## config.mk

```make
export PLATFORM = sky130hd
export DESIGN_NAME = pcpu_core
export DESIGN_NICKNAME = d
export VERILOG_FILES = /design/src/rtl/pcpu_pkg.sv /design/src/rtl/pcpu_pred.sv /design/src/rtl/pcpu_alu.sv /design/src/rtl/pcpu_gpr.sv /design/src/rtl/pcpu_core.sv
export SDC_FILE = /design/constraint.sdc
export NUM_CORES = 1
export LEC_CHECK = 0
export BUFFER_PORTS_ARGS = -buffer_cell sky130_fd_sc_hd__buf_2
export CAP_MARGIN = 5
export CORE_MARGIN = 2
export CORE_UTILIZATION = 40
export CTS_CLUSTER_SIZE = 8
export DETAILED_ROUTE_END_ITERATION = 16
export SYNTH_ARGS = -nofsm -noshare
export SYNTH_HDL_FRONTEND = slang
export SYNTH_HIERARCHICAL = 1
export SYNTH_SLANG_ARGS = --single-unit
```

## constraint.sdc

```tcl
create_clock -name clk -period 4.2 [get_ports clk]
set_input_delay 0.63 -clock clk [delete_from_list [all_inputs] [get_ports clk]]
set_output_delay 0.63 -clock clk [all_outputs]
set_load 0.01 [all_outputs]
```

## src/rtl/pcpu_pkg.sv

```systemverilog
package pcpu_pkg;

    typedef enum logic [2:0] {
        OP_LIT   = 3'b000,
        OP_LOAD  = 3'b001,
        OP_STORE = 3'b010,
        OP_MOVE  = 3'b011,
        OP_ADD   = 3'b100,
        OP_CMP   = 3'b101,
        OP_AND   = 3'b110,
        OP_NOT   = 3'b111
    } opcode_e;

    typedef enum logic [2:0] {
        PR_NEVER  = 3'b000,
        PR_NE     = 3'b001,
        PR_EQ     = 3'b010,
        PR_LT     = 3'b011,
        PR_GT     = 3'b100,
        PR_BAD5   = 3'b101,
        PR_BAD6   = 3'b110,
        PR_ALWAYS = 3'b111
    } pred_e;

    typedef enum logic [2:0] {
        ST_FETCH,
        ST_DECODE,
        ST_EXEC,
        ST_WB,
        ST_HALT
    } state_e;

    localparam int FLG_LT = 0;
    localparam int FLG_GT = 1;
    localparam int FLG_EQ = 2;
    localparam int FLG_W  = 3;

endpackage

```

## src/rtl/pcpu_pred.sv

```systemverilog
module pcpu_pred
    import pcpu_pkg::*;
(
    input  pred_e            code,
    input  logic [FLG_W-1:0] flags,
    output logic             hit,
    output logic             bad
);

    always_comb begin
        hit = 1'b0;
        bad = 1'b0;
        case (code)
            PR_NEVER:  hit = 1'b0;
            PR_NE:     hit = flags[FLG_LT] | flags[FLG_GT];
            PR_EQ:     hit = flags[FLG_EQ];
            PR_LT:     hit = flags[FLG_LT];
            PR_GT:     hit = flags[FLG_GT];
            PR_ALWAYS: hit = 1'b1;
            default:   bad = 1'b1;
        endcase
    end

endmodule

```

## src/rtl/pcpu_alu.sv

```systemverilog
module pcpu_alu
    import pcpu_pkg::*;
#(
    parameter int DATA_W = 16
) (
    input  opcode_e            op,
    input  logic [DATA_W-1:0]  src,
    input  logic [DATA_W-1:0]  tgt,
    output logic [DATA_W-1:0]  res,
    output logic [FLG_W-1:0]   cmp_flags
);

    always_comb begin
        case (op)
            OP_ADD:  res = src + tgt;
            OP_AND:  res = tgt & src;
            OP_NOT:  res = ~src;
            default: res = src;
        endcase
    end

    always_comb begin
        cmp_flags         = '0;
        cmp_flags[FLG_LT] = (src < tgt);
        cmp_flags[FLG_GT] = (src > tgt);
        cmp_flags[FLG_EQ] = (src == tgt);
    end

endmodule

```

## src/rtl/pcpu_gpr.sv

```systemverilog
module pcpu_gpr #(
    parameter int DATA_W   = 16,
    parameter int NUM_REGS = 4,
    parameter int SEL_W    = (NUM_REGS > 1) ? $clog2(NUM_REGS) : 1
) (
    input  logic              clk,
    input  logic              rst_n,
    input  logic              we,
    input  logic [SEL_W-1:0]  wsel,
    input  logic [DATA_W-1:0] wdata,
    input  logic [SEL_W-1:0]  rsel_a,
    input  logic [SEL_W-1:0]  rsel_b,
    output logic [DATA_W-1:0] rdata_a,
    output logic [DATA_W-1:0] rdata_b
);

    logic [NUM_REGS-1:0]             hit;
    logic [NUM_REGS-1:0][DATA_W-1:0] file_d;
    logic [NUM_REGS-1:0][DATA_W-1:0] file_q;

    generate
        for (genvar gi = 0; gi < NUM_REGS; gi++) begin : g_dec
            assign hit[gi] = we && (wsel == SEL_W'(gi));
        end
    endgenerate

    always_comb begin
        for (int i = 0; i < NUM_REGS; i++) begin
            file_d[i] = hit[i] ? wdata : file_q[i];
        end
    end

    always_ff @(posedge clk) begin
        if (!rst_n) file_q <= '0;
        else        file_q <= file_d;
    end

    assign rdata_a = file_q[rsel_a];
    assign rdata_b = file_q[rsel_b];

endmodule

```

## src/rtl/pcpu_core.sv

```systemverilog
module pcpu_core
    import pcpu_pkg::*;
#(
    parameter int DATA_W  = 16,
    parameter int NUM_GPR = 4
) (
    input  logic              clk,
    input  logic              rst_n,
    output logic              mem_rd,
    output logic              mem_wr,
    output logic [DATA_W-1:0] mem_addr,
    output logic [DATA_W-1:0] mem_wdata,
    input  logic [DATA_W-1:0] mem_rdata,
    input  logic              mem_err,
    output logic              halted
);

    localparam int IDX_W    = 4;
    localparam int FLAG_IDX = NUM_GPR;
    localparam int PC_IDX   = NUM_GPR + 1;
    localparam int GSEL_W   = (NUM_GPR > 1) ? $clog2(NUM_GPR) : 1;
    localparam logic [DATA_W-1:0] ONE = DATA_W'(1);
    localparam logic [DATA_W-1:0] TWO = DATA_W'(2);

    typedef struct packed {
        state_e            st;
        logic [DATA_W-1:0] pc;
        logic [DATA_W-1:0] flg;
        logic [DATA_W-1:0] ir;
        logic              halt;
    } core_t;

    core_t core_d, core_q;

    // Instruction fields
    opcode_e          op;
    pred_e            pcode;
    logic [IDX_W-1:0] src_idx;
    logic [IDX_W-1:0] tgt_idx;
    logic             unused_ir;

    assign op        = opcode_e'(core_q.ir[15:13]);
    assign pcode     = pred_e'(core_q.ir[12:10]);
    assign src_idx   = core_q.ir[7:4];
    assign tgt_idx   = core_q.ir[3:0];
    assign unused_ir = ^core_q.ir[9:8];

    // Submodules
    logic              pr_hit, pr_bad;
    logic [DATA_W-1:0] gpr_src, gpr_tgt;
    logic [DATA_W-1:0] src_val, tgt_val;
    logic [DATA_W-1:0] alu_res;
    logic [FLG_W-1:0]  alu_flags;
    logic              wr_en;
    logic [IDX_W-1:0]  wr_idx;
    logic [DATA_W-1:0] wr_val;
    logic              gpr_we;

    pcpu_pred u_pred (
        .code  (pcode),
        .flags (core_q.flg[FLG_W-1:0]),
        .hit   (pr_hit),
        .bad   (pr_bad)
    );

    pcpu_alu #(.DATA_W(DATA_W)) u_alu (
        .op        (op),
        .src       (src_val),
        .tgt       (tgt_val),
        .res       (alu_res),
        .cmp_flags (alu_flags)
    );

    pcpu_gpr #(.DATA_W(DATA_W), .NUM_REGS(NUM_GPR), .SEL_W(GSEL_W)) u_gpr (
        .clk     (clk),
        .rst_n   (rst_n),
        .we      (gpr_we),
        .wsel    (wr_idx[GSEL_W-1:0]),
        .wdata   (wr_val),
        .rsel_a  (src_idx[GSEL_W-1:0]),
        .rsel_b  (tgt_idx[GSEL_W-1:0]),
        .rdata_a (gpr_src),
        .rdata_b (gpr_tgt)
    );

    // Register index space: GPRs, then flags, then PC, rest read zero
    always_comb begin
        if (src_idx < IDX_W'(NUM_GPR))        src_val = gpr_src;
        else if (src_idx == IDX_W'(FLAG_IDX)) src_val = core_q.flg;
        else if (src_idx == IDX_W'(PC_IDX))   src_val = core_q.pc;
        else                                  src_val = '0;

        if (tgt_idx < IDX_W'(NUM_GPR))        tgt_val = gpr_tgt;
        else if (tgt_idx == IDX_W'(FLAG_IDX)) tgt_val = core_q.flg;
        else if (tgt_idx == IDX_W'(PC_IDX))   tgt_val = core_q.pc;
        else                                  tgt_val = '0;
    end

    // Next-state logic
    always_comb begin
        core_d    = core_q;
        mem_rd    = 1'b0;
        mem_wr    = 1'b0;
        mem_addr  = core_q.pc;
        mem_wdata = '0;
        wr_en     = 1'b0;
        wr_idx    = tgt_idx;
        wr_val    = alu_res;

        case (core_q.st)
            ST_FETCH: begin
                mem_rd    = 1'b1;
                mem_addr  = core_q.pc;
                core_d.st = ST_DECODE;
            end

            ST_DECODE: begin
                if (mem_err) begin
                    core_d.halt = 1'b1;
                    core_d.st   = ST_HALT;
                end else begin
                    core_d.ir = mem_rdata;
                    core_d.st = ST_EXEC;
                end
            end

            ST_EXEC: begin
                if (pr_bad) begin
                    core_d.halt = 1'b1;
                    core_d.st   = ST_HALT;
                end else begin
                    core_d.pc = core_q.pc + ONE;
                    core_d.st = ST_FETCH;
                    case (op)
                        OP_LIT: begin
                            if (pr_hit) begin
                                mem_rd    = 1'b1;
                                mem_addr  = core_q.pc + ONE;
                                core_d.st = ST_WB;
                            end else begin
                                core_d.pc = core_q.pc + TWO;
                            end
                        end
                        OP_LOAD: begin
                            if (pr_hit) begin
                                mem_rd    = 1'b1;
                                mem_addr  = src_val;
                                core_d.pc = core_q.pc;
                                core_d.st = ST_WB;
                            end
                        end
                        OP_STORE: begin
                            if (pr_hit) begin
                                mem_wr    = 1'b1;
                                mem_addr  = tgt_val;
                                mem_wdata = src_val;
                            end
                        end
                        OP_CMP: begin
                            if (pr_hit) core_d.flg = {{(DATA_W-FLG_W){1'b0}}, alu_flags};
                        end
                        OP_NOT: begin
                            wr_en  = pr_hit;
                            wr_idx = src_idx;
                        end
                        default: begin
                            wr_en = pr_hit;
                        end
                    endcase
                end
            end

            ST_WB: begin
                if (mem_err) begin
                    core_d.halt = 1'b1;
                    core_d.st   = ST_HALT;
                end else begin
                    wr_en     = 1'b1;
                    wr_val    = mem_rdata;
                    core_d.pc = core_q.pc + ONE;
                    core_d.st = ST_FETCH;
                end
            end

            default: begin
                core_d.st = ST_HALT;
            end
        endcase

        // Central write routing; PC writes get the post-increment
        if (wr_en) begin
            if (wr_idx == IDX_W'(PC_IDX))        core_d.pc  = wr_val + ONE;
            else if (wr_idx == IDX_W'(FLAG_IDX)) core_d.flg = wr_val;
        end
        gpr_we = wr_en && (wr_idx < IDX_W'(NUM_GPR));
    end

    always_ff @(posedge clk) begin
        if (!rst_n) begin
            core_q <= '{st: ST_FETCH, pc: '0, flg: '0, ir: '0, halt: 1'b0};
        end else begin
            core_q <= core_d;
        end
    end

    assign halted = core_q.halt;

    // Assertions
    AST_HALT_STICKY: assert property (@(posedge clk) disable iff (!rst_n)
        halted |=> halted);
    AST_QUIET_WHEN_HALTED: assert property (@(posedge clk) disable iff (!rst_n)
        halted |-> (!mem_rd && !mem_wr));
    AST_ILLEGAL_PRED_HALTS: assert property (@(posedge clk) disable iff (!rst_n)
        (core_q.st == ST_EXEC && pr_bad) |=> halted);
    AST_BUS_ERR_HALTS: assert property (@(posedge clk) disable iff (!rst_n)
        ((core_q.st == ST_DECODE || core_q.st == ST_WB) && mem_err) |=> halted);
    AST_SINGLE_REQUEST: assert property (@(posedge clk) disable iff (!rst_n)
        !(mem_rd && mem_wr));
    AST_CMP_ONE_FLAG: assert property (@(posedge clk) disable iff (!rst_n)
        (core_q.st == ST_EXEC && op == OP_CMP && pr_hit && !pr_bad)
        |=> ($countones(core_q.flg) == 1));
    AST_FAILED_PRED_NO_STORE: assert property (@(posedge clk) disable iff (!rst_n)
        (core_q.st == ST_EXEC && !pr_hit) |-> !mem_wr);
    AST_FAILED_PRED_PC_STEP: assert property (@(posedge clk) disable iff (!rst_n)
        (core_q.st == ST_EXEC && !pr_hit && !pr_bad)
        |=> (core_q.pc == $past(core_q.pc) + (($past(op) == OP_LIT) ? TWO : ONE)));

endmodule

```

==> impl_summary.log, run 1 <==
INFO  metric fp.dieArea = 27200 sq um
INFO  metric clock_power_share = 47.5%
INFO  metric rows = 58
INFO  metric swShare = 28.4%
INFO  metric static-leakage-power = 0.00565 uW
INFO  metric detailed_route_via_count = 11.3k
INFO  metric period_share = 99.9%
INFO  metric top_metal_layer_carrying_routed_signals = met4
INFO  metric internal_power = 2140 uW
INFO  metric worst_hold_path.endpoint = u_gpr/file_q[53]
INFO  metric post_route_cells_drive_above_1_share = 28.9%
INFO  metric worst_hold_path_type = reg2reg
INFO  metric clkSlewWorstSetupHoldPaths = 60 ps
INFO  metric top_cell_family_by_delay_on_the_critical_path = simple AND/OR/NAND/NOR gates
INFO  metric hold_fix_buffer_count_after_cts = 0
INFO  metric ant_nets = 0
INFO  metric post_synth_num_cell_types = 86
INFO  metric dp.final_hpwl = 32000 um
INFO  metric grt_start_max_net_pins = 63
INFO  metric worst-slew-pin-transition = 1020 ps
INFO  metric dr_wl_met3 = 3460 um
INFO  metric critical_path_arrival = 4460 ps
INFO  metric max_vdd_drop = 230 uV
INFO  metric final.setup_skew = 15.2 ps
INFO  metric synth.cell_area = 10400 sq um
INFO  metric grt_setup_unrepaired = yes
INFO  metric p_per_area = 226 nW/um^2
INFO  metric finalCriticalPeriod = 4200 ps
INFO  metric worstHoldPathCells = 2
INFO  metric design_power_total = 2990 uW
INFO  metric synthesis.area_per_instance = 7.90 sq um
INFO  metric numClockSinks = 114
INFO  metric clk_root_buffer_cell = sky130_fd_sc_hd__clkbuf_16
INFO  metric dieHeight = 165 um
INFO  metric cts_made_buffers = 17
INFO  metric ff2ff_setup_slack = 3 ps
INFO  metric timing.final.setup_violations = 0
INFO  metric netlist_instances = 1313
INFO  metric criticalPathCategory = reg2reg
INFO  metric hold_viol_final = 0
INFO  metric global_route_wire_length_before_repair = 62700 um
INFO  metric startpoint_type = flip-flop
INFO  metric clockBufferDepth = 2
INFO  metric crit_chain = mux4_2 > a22oi_2 > inv_2 > ha_1 > nor2b_2 > o311ai_2 > buf_4 > a21boi_4 > a31oi_2 > xnor2_1 > a31oi_1 > buf_4 > nand4_1 > nor4_2 > o21ai_1 > or4_1 > nand4_1 > o31ai_1
INFO  metric synth-edff-count = 0
INFO  metric async_flop_share = 0%
INFO  metric worstReg2RegStart = core_q[5]
INFO  metric r2r.worst_path.cells = 18
INFO  metric buffer_ports.inserted = 53
INFO  metric critPathMaxStageDelay = 530 ps
INFO  metric post_dp_cell_area = 12100 sq um
INFO  metric grt_antenna_before_repair = 1
INFO  metric critPathCaptureType = flip-flop
INFO  metric hold_start = u_gpr/file_q[53]
INFO  metric share_comb_of_total_power = 14.8%
INFO  metric met2RoutedLength = 19300 um
INFO  metric switchingPower = 851 uW
INFO  metric io_pins = 54
INFO  metric timing.slew.headroom = 31.7%
INFO  metric final_weighted_congestion_in_routability_driven_placement = 1.01
INFO  metric worstPathBufferInverterCount = 3
INFO  metric htree_levels = 4
INFO  metric via_count_of_the_first_global_routing_pass = 10.5k
INFO  metric seq_area_frac_synth = 22.0%
INFO  metric worst-endpoint-required = 4460 ps
INFO  metric core_region_area = 25300 sq um
INFO  metric first_iter_violations = 1650
INFO  metric endpoint_of_the_lowest_slack_register_to_register_path = core_q[48]
INFO  metric timing.final.max_slew_violations = 0
INFO  metric cts_tree = yes
INFO  metric detail_route.wirelength.met1 = 17300 um
INFO  metric outcome = finished, final reports clean
INFO  metric avgRoutedWirePerCell = 23.2 um
INFO  metric globalRouteOverflowTotal = 0
INFO  metric vias_per_cell = 6.17
INFO  metric yosys_warnings = 6
INFO  metric synth-seq-cells = 114
INFO  metric globalRouteTotalUtil = 30.5%
INFO  metric drc = 0
INFO  metric critical-path-slowest-cell = sky130_fd_sc_hd__mux4_2
INFO  metric floorplan.die.width = 165 um
INFO  metric num-fill-cells = 2375
INFO  metric fin_area = 13200 sq um
INFO  metric postSynthNetCount = 1368
INFO  metric synth_ff_type = sky130_fd_sc_hd__dfxtp_1
INFO  metric area.growth.synth_to_final = 27.7%
INFO  metric critical_path.max_fanout = 5
INFO  metric max_cap_violations = 0
INFO  metric maxClockFrequency = 0.238 GHz
INFO  metric p_seq_share = 37.8%
INFO  metric layout.nets = 1550
INFO  metric clk-insertion-delay-late = 430 ps
INFO  metric wirelength = 42600 um
INFO  metric starting_density = 41.0%
INFO  metric first_pass_iters = 6
[timing repair]
item | 4_1_cts | 5_1_grt
pin swaps | 9 | 29
gates cloned | 0 | 2
setup endpoints to repair | 23 | 38
setup buffers | 6 | 8
gates resized for setup | 33 | 88
[routing by layer]
layer  GRT usage (%)  vias to the layer above
met1            39.0                     5413
met2            47.7                      628
met3            6.07                      161
met5               0                        -
li1                -                     5129
met4            17.7                        0
[power by group through the flow]
| stage | Sequential [uW] | Clock, uW | Combinational (uW) |
|---|---|---|---|
| 6_report | 1130 | 1420 | 442 |
| 2_1_floorplan | 1130 | 0 | 261 |
| 4_1_cts | 1130 | 1430 | 415 |
| 3_5_place_dp | 1150 | 0 | 408 |
| 5_1_grt | 1130 | 1480 | 467 |
| 3_3_place_gp | 1150 | 0 | 407 |
[how the worst max path moves through the flow]
stage          slack (ps)      start  depth (start not counted)          to
6_report                3  core_q[5]                         18  core_q[48]
3_3_place_gp         -100  core_q[5]                         18  core_q[42]
2_1_floorplan          50  core_q[5]                         18  core_q[47]
5_1_grt              -150  core_q[5]                         18  core_q[48]
4_1_cts                20  core_q[5]                         19  core_q[48]
3_5_place_dp         -210  core_q[5]                         17  core_q[47]
[registers in the layout, indices dropped and copies added (netlist names)]
signal / count
halted: 1
core_q: 49
u_gpr/file_q: 64
[layout by cell type (no fill, tap or decap), types with 6 or more instances in the layout]
| cell | instances |
|---|---|
| sky130_fd_sc_hd__a211oi_1 | 13 |
| sky130_fd_sc_hd__a21o_1 | 10 |
| sky130_fd_sc_hd__a21oi_1 | 74 |
| sky130_fd_sc_hd__a21oi_2 | 6 |
| sky130_fd_sc_hd__a22oi_1 | 19 |
| sky130_fd_sc_hd__a22oi_2 | 11 |
| sky130_fd_sc_hd__a31oi_1 | 15 |
| sky130_fd_sc_hd__and2_1 | 14 |
| sky130_fd_sc_hd__buf_2 | 53 |
| sky130_fd_sc_hd__buf_4 | 198 |
| sky130_fd_sc_hd__clkbuf_16 | 19 |
| sky130_fd_sc_hd__dfxtp_1 | 109 |
| sky130_fd_sc_hd__ha_1 | 24 |
| sky130_fd_sc_hd__ha_4 | 7 |
| sky130_fd_sc_hd__inv_1 | 62 |
| sky130_fd_sc_hd__inv_2 | 6 |
| sky130_fd_sc_hd__mux2_2 | 22 |
| sky130_fd_sc_hd__mux2i_1 | 104 |
| sky130_fd_sc_hd__mux4_1 | 14 |
| sky130_fd_sc_hd__mux4_2 | 18 |
| sky130_fd_sc_hd__nand2_1 | 200 |
| sky130_fd_sc_hd__nand2b_1 | 7 |
| sky130_fd_sc_hd__nand3_1 | 24 |
| sky130_fd_sc_hd__nand4_1 | 17 |
| sky130_fd_sc_hd__nor2_1 | 94 |
| sky130_fd_sc_hd__nor2b_1 | 10 |
| sky130_fd_sc_hd__nor3_1 | 28 |
| sky130_fd_sc_hd__nor4_1 | 9 |
| sky130_fd_sc_hd__o211ai_1 | 7 |
| sky130_fd_sc_hd__o21a_1 | 7 |
| sky130_fd_sc_hd__o21ai_0 | 55 |
| sky130_fd_sc_hd__o21ai_1 | 10 |
| sky130_fd_sc_hd__o221ai_1 | 7 |
| sky130_fd_sc_hd__o22ai_1 | 17 |
| sky130_fd_sc_hd__o31ai_1 | 10 |
| sky130_fd_sc_hd__or3_1 | 6 |
| sky130_fd_sc_hd__xnor2_1 | 33 |
| sky130_fd_sc_hd__xor2_1 | 14 |
[tightest hold or removal path, stage by stage (launching register included)]
cell and delay (ps):
sky130_fd_sc_hd__dfxtp_1 310, sky130_fd_sc_hd__nand2_1 50, sky130_fd_sc_hd__mux2i_1 50
[cell families (layout without fill, tap and decap cells)]
logic type	Yosys count	count (layout)	synth area share (%)
and+or+nand+nor	462	462	21.0
AOI/OAI and AO/OA	319	319	20.1
buffers and inverters	169	362	7.55
muxes	166	166	21.1
DFF	114	114	22.0
xor gates and xnor gates	47	47	3.97
adders and majority gates	36	36	4.41
other	0	1	0
[area by class of cell]
type	instances	area (sq um)	share of cell area [%]
multi-input combinational	1030	7750	58.5
sequential	114	2300	17.3
timing repair buffer	264	1970	14.9
clock buffer	20	447	3.37
tap	330	413	3.12
inverter	68	255	1.93
clock inverter	10	113	0.850
antenna	1	2.50	0.0189
[Yosys cell counts, drive strengths merged, types with 27 or more instances]
cell,instances,area share [%]
mux4,32,7.8
dfxtp,114,22
nand2,200,7.2
buf,41,2.9
a21oi,80,3.9
mux2i,108,10
ha,35,4.2
xnor2,33,2.8
nor3,31,1.5
nand3,27,1.4
nor2,99,3.7
inv,68,2.5
a22oi,30,2.2
o21ai,69,3.3
clkbuf,60,2.2
[per-stage QoR]
step | hold WS, ps | TNS [ps] | worst slack [ps] | instances | utilization (%)
after detailed placement | 463 | -1430 | -215 | 1790 | 47.7
final | 473 | 0 | 2.89 | 1837 | 52.3
after global placement | 447 | -465 | -103 | 1790 | 47.7
after floorplan | 439 | 0 | 45.7 | 1313 | -
after global routing | 494 | -395 | -152 | 1836 | 52.3
after CTS | 471 | 0 | 19.1 | 1826 | 50.5
Note: power is estimated with default switching activity, not from simulation.
==> run 2: changes to the inputs <==
--- a/config.mk
+++ b/config.mk
@@ -5,6 +5,7 @@
 export SDC_FILE = /design/constraint.sdc
 export NUM_CORES = 1
 export LEC_CHECK = 0
+export ABC_AREA = 1
 export BUFFER_PORTS_ARGS = -buffer_cell sky130_fd_sc_hd__buf_2
 export CAP_MARGIN = 5
 export CORE_MARGIN = 2
==> run 2 against run 1 <==
Against the previous run:
- sequential cell count is the same
- sequential power is essentially flat
- area after synthesis grew 5.4%
- largest power group unchanged
- register-to-register slack gained 220 ps
- via count grew 16%
- critical path type unchanged
- global-route usage grew 0.67 points
==> impl_summary.log, run 2 <==
INFO  metric grt_start_max_net_pins = 81
INFO  metric maxClockFrequency = 0.251 GHz
INFO  metric max_flop_register = u_gpr/file_q
INFO  metric post_route_cells_drive_above_1_share = 13.8%
INFO  metric via_count_of_the_first_global_routing_pass = 11.8k
INFO  metric critical_path_arrival = 4350 ps
INFO  metric max_cap_violations = 0
INFO  metric worst_slack = 223 ps
INFO  metric clockBufferDepth = 2
INFO  metric core_region_area = 26900 sq um
INFO  metric static-leakage-power = 0.00633 uW
INFO  metric design_power_total = 4020 uW
INFO  metric worstPathBufferInverterCount = 6
INFO  metric avgRoutedWirePerCell = 19.0 um
INFO  metric critPathMaxStageDelay = 400 ps
INFO  metric synth.top_cells.by_area = sky130_fd_sc_hd__dfxtp_1, sky130_fd_sc_hd__nand2_1, sky130_fd_sc_hd__nor2_1, sky130_fd_sc_hd__inv_1, sky130_fd_sc_hd__o21ai_0
INFO  metric postSynthNetCount = 1997
INFO  metric switchingPower = 1490 uW
INFO  metric rows = 60
INFO  metric cts_made_buffers = 17
INFO  metric startpoint_type = flip-flop
INFO  metric synth.cell_area = 10900 sq um
INFO  metric p_per_area = 316 nW/um^2
INFO  metric clk-insertion-delay-late = 430 ps
INFO  metric synth-seq-cells = 114
INFO  metric synth.largest_area_cell = sky130_fd_sc_hd__dfxtp_1
INFO  metric global_route_wire_length_before_repair = 68400 um
INFO  metric number_of_flip_flops_under_the_largest_register_name = 64
INFO  metric dp.final_hpwl = 34200 um
INFO  metric critPathLaunch = core_q[1]
INFO  metric fin_area = 12700 sq um
INFO  metric antenna_cells_inserted = 0
INFO  metric cts_tree = yes
INFO  metric async_flop_share = 0%
INFO  metric wirelength = 45200 um
INFO  metric worst_hold_path_type = reg2reg
INFO  metric yosys-top-cells-count = sky130_fd_sc_hd__nand2_1, sky130_fd_sc_hd__nor2_1, sky130_fd_sc_hd__inv_1
INFO  metric ant_nets = 0
INFO  metric yosys_warnings = 6
INFO  metric swShare = 37.0%
INFO  metric final_common_cell = sky130_fd_sc_hd__nand2_1
INFO  metric critical_path.max_fanout = 6
INFO  metric finalCriticalPeriod = 3980 ps
INFO  metric timing.slew.headroom = 32.4%
INFO  metric starting_density = 40.7%
INFO  metric worstReg2RegStart = core_q[1]
INFO  metric io_pins = 54
INFO  metric yosysTopAreaCellShare = 20.9%
INFO  metric p_seq_share = 28.3%
INFO  metric criticalPathCategory = reg2reg
INFO  metric internal_power = 2530 uW
INFO  metric floorplan.die.width = 169 um
INFO  metric globalRouteOverflowTotal = 0
INFO  metric detailed_route_via_count = 13.2k
INFO  metric seq_area_frac_synth = 20.9%
INFO  metric worst-slew-pin-transition = 1000 ps
INFO  metric outcome = finished, final reports clean
INFO  metric hold_fix_buffer_count_after_cts = 0
INFO  metric crit_path_end = core_q[46]
INFO  metric hold_viol_final = 0
INFO  metric endpoint_of_the_lowest_slack_register_to_register_path = core_q[46]
INFO  metric final_weighted_congestion_in_routability_driven_placement = 0.996
INFO  metric vias_per_cell = 5.54
INFO  metric clock_power_share = 38.2%
INFO  metric final.setup.tns = 0 ps
INFO  metric post_synth_num_cell_types = 55
INFO  metric top_cell_family_by_delay_on_the_critical_path = simple AND/OR/NAND/NOR gates
INFO  metric first_pass_iters = 8
INFO  metric clk_root_buffer_cell = sky130_fd_sc_hd__clkbuf_16
INFO  metric detailedPlace.worstSlack = 113 ps
INFO  metric r2r.worst_path.cells = 26
INFO  metric period_share = 94.7%
INFO  metric dieHeight = 169 um
INFO  metric layout.nets = 2077
INFO  metric post_dp_cell_area = 11900 sq um
INFO  metric grt_antenna_before_repair = 0
INFO  metric worst-endpoint-required = 4570 ps
INFO  metric area.growth.synth_to_final = 16.4%
INFO  metric share_comb_of_total_power = 33.5%
INFO  metric drc = 0
INFO  metric final.setup_skew = 8.64 ps
INFO  metric critical-path-slowest-cell = sky130_fd_sc_hd__dfxtp_4
INFO  metric max_vdd_drop = 224 uV
INFO  metric htree_levels = 4
INFO  metric synth_ff_type = sky130_fd_sc_hd__dfxtp_1
INFO  metric clkSlewWorstSetupHoldPaths = 60 ps
INFO  metric most-common-layout-cells = sky130_fd_sc_hd__nand2_1, sky130_fd_sc_hd__inv_1, sky130_fd_sc_hd__nor2_1, sky130_fd_sc_hd__o21ai_0, sky130_fd_sc_hd__a21oi_1
INFO  metric buffer_ports.inserted = 53
INFO  metric post-synth-top-count-cell = sky130_fd_sc_hd__nand2_1
INFO  metric fp.dieArea = 28700 sq um
INFO  metric critPathCaptureType = flip-flop
INFO  metric first_iter_violations = 1429
INFO  metric timing.final.setup_violations = 0
INFO  metric netlist_instances = 1942
INFO  metric ff2ff_setup_slack = 220 ps
INFO  metric timing.final.max_slew_violations = 0
INFO  metric numClockSinks = 114
INFO  metric synth-edff-count = 0
INFO  metric critical_path_cell_count = 26
INFO  metric synthesis.area_per_instance = 5.63 sq um
INFO  metric globalRouteTotalUtil = 31.1%
## run 2: how the worst min path moves through the flow
| stage | end | cells after the start | startpoint |
|---|---|---|---|
| floorplan | core_q[23] | 2 | core_q[23] |
| global placement | halted | 2 | halted |
| detailed placement | halted | 2 | halted |
| CTS | halted | 2 | halted |
| global route | halted | 2 | halted |
| finish | halted | 2 | halted |
## run 2: power groups by stage
stage                     sequential, uW  clock, uW  combinational, uW
final                               1140       1540               1350
after global routing                1140       1610               1460
after CTS                           1130       1550               1270
after detailed placement            1160          0               1260
after global placement              1160          0               1260
after floorplan                     1150          0                793
## run 2: metal layers
| layer | vias up | global-route usage, % | part of all wire, % | routed length, um |
|---|---|---|---|---|
| li1 | 6410 | - | - | - |
| met1 | 5930 | 40.5 | 42 | 18800 |
| met2 | 660 | 49.4 | 44 | 20000 |
| met3 | 154 | 5.76 | 8.4 | 3800 |
| met4 | 0 | 15.6 | 5.7 | 2590 |
| met5 | - | 0 | 0 | 0 |
## run 2: area by class of cell
| class | instances | area (sq um) |
|---|---|---|
| repair buffers | 151 | 1110 |
| clock inverters | 11 | 160 |
| clock buffers | 20 | 457 |
| inverters | 262 | 992 |
| multi-input cells | 1475 | 7280 |
| well taps | 341 | 427 |
| flip-flops and latches | 114 | 2290 |
| fillers | 2883 | 14100 |
| repair inverters | 1 | 5.00 |
## run 2: worst register-to-register path: cells and delay by family, from the launching register on
| family | cells | cell delay (ps) |
|---|---|---|
| and+or+nand+nor | 16 | 1610 |
| buffers and inverters | 6 | 820 |
| DFF | 1 | 400 |
| AOI/OAI and AO/OA | 3 | 700 |
| adders and majority gates | 1 | 380 |
## run 2: timing repair
item,CTS,global route
endpoints found under the setup margin,0,14
buffers inserted,0,11
resized for setup,0,24
## run 2: kinds of logic (layout without fill, tap and decap cells)
kind of cell    after synthesis  in the layout  share of synthesized area [%]
compound gates              390            390                           21.1
xor+xnor                     16             16                           1.28
fa+ha+maj                    36             36                           4.19
buf+inv                     353            445                           13.1
flops                       114            114                           20.9
mux                           1              1                         0.0915
simple gates               1032           1032                           39.4
## run 2: metrics by stage
stage / cells / util [%] / hold WS, ps
finish: 2375 / 47.4 / 448
global route: 2375 / 47.4 / 468
floorplan: 1942 / - / 456
detailed placement: 2330 / 44.3 / 449
global placement: 2330 / 44.3 / 439
CTS: 2361 / 46.5 / 457
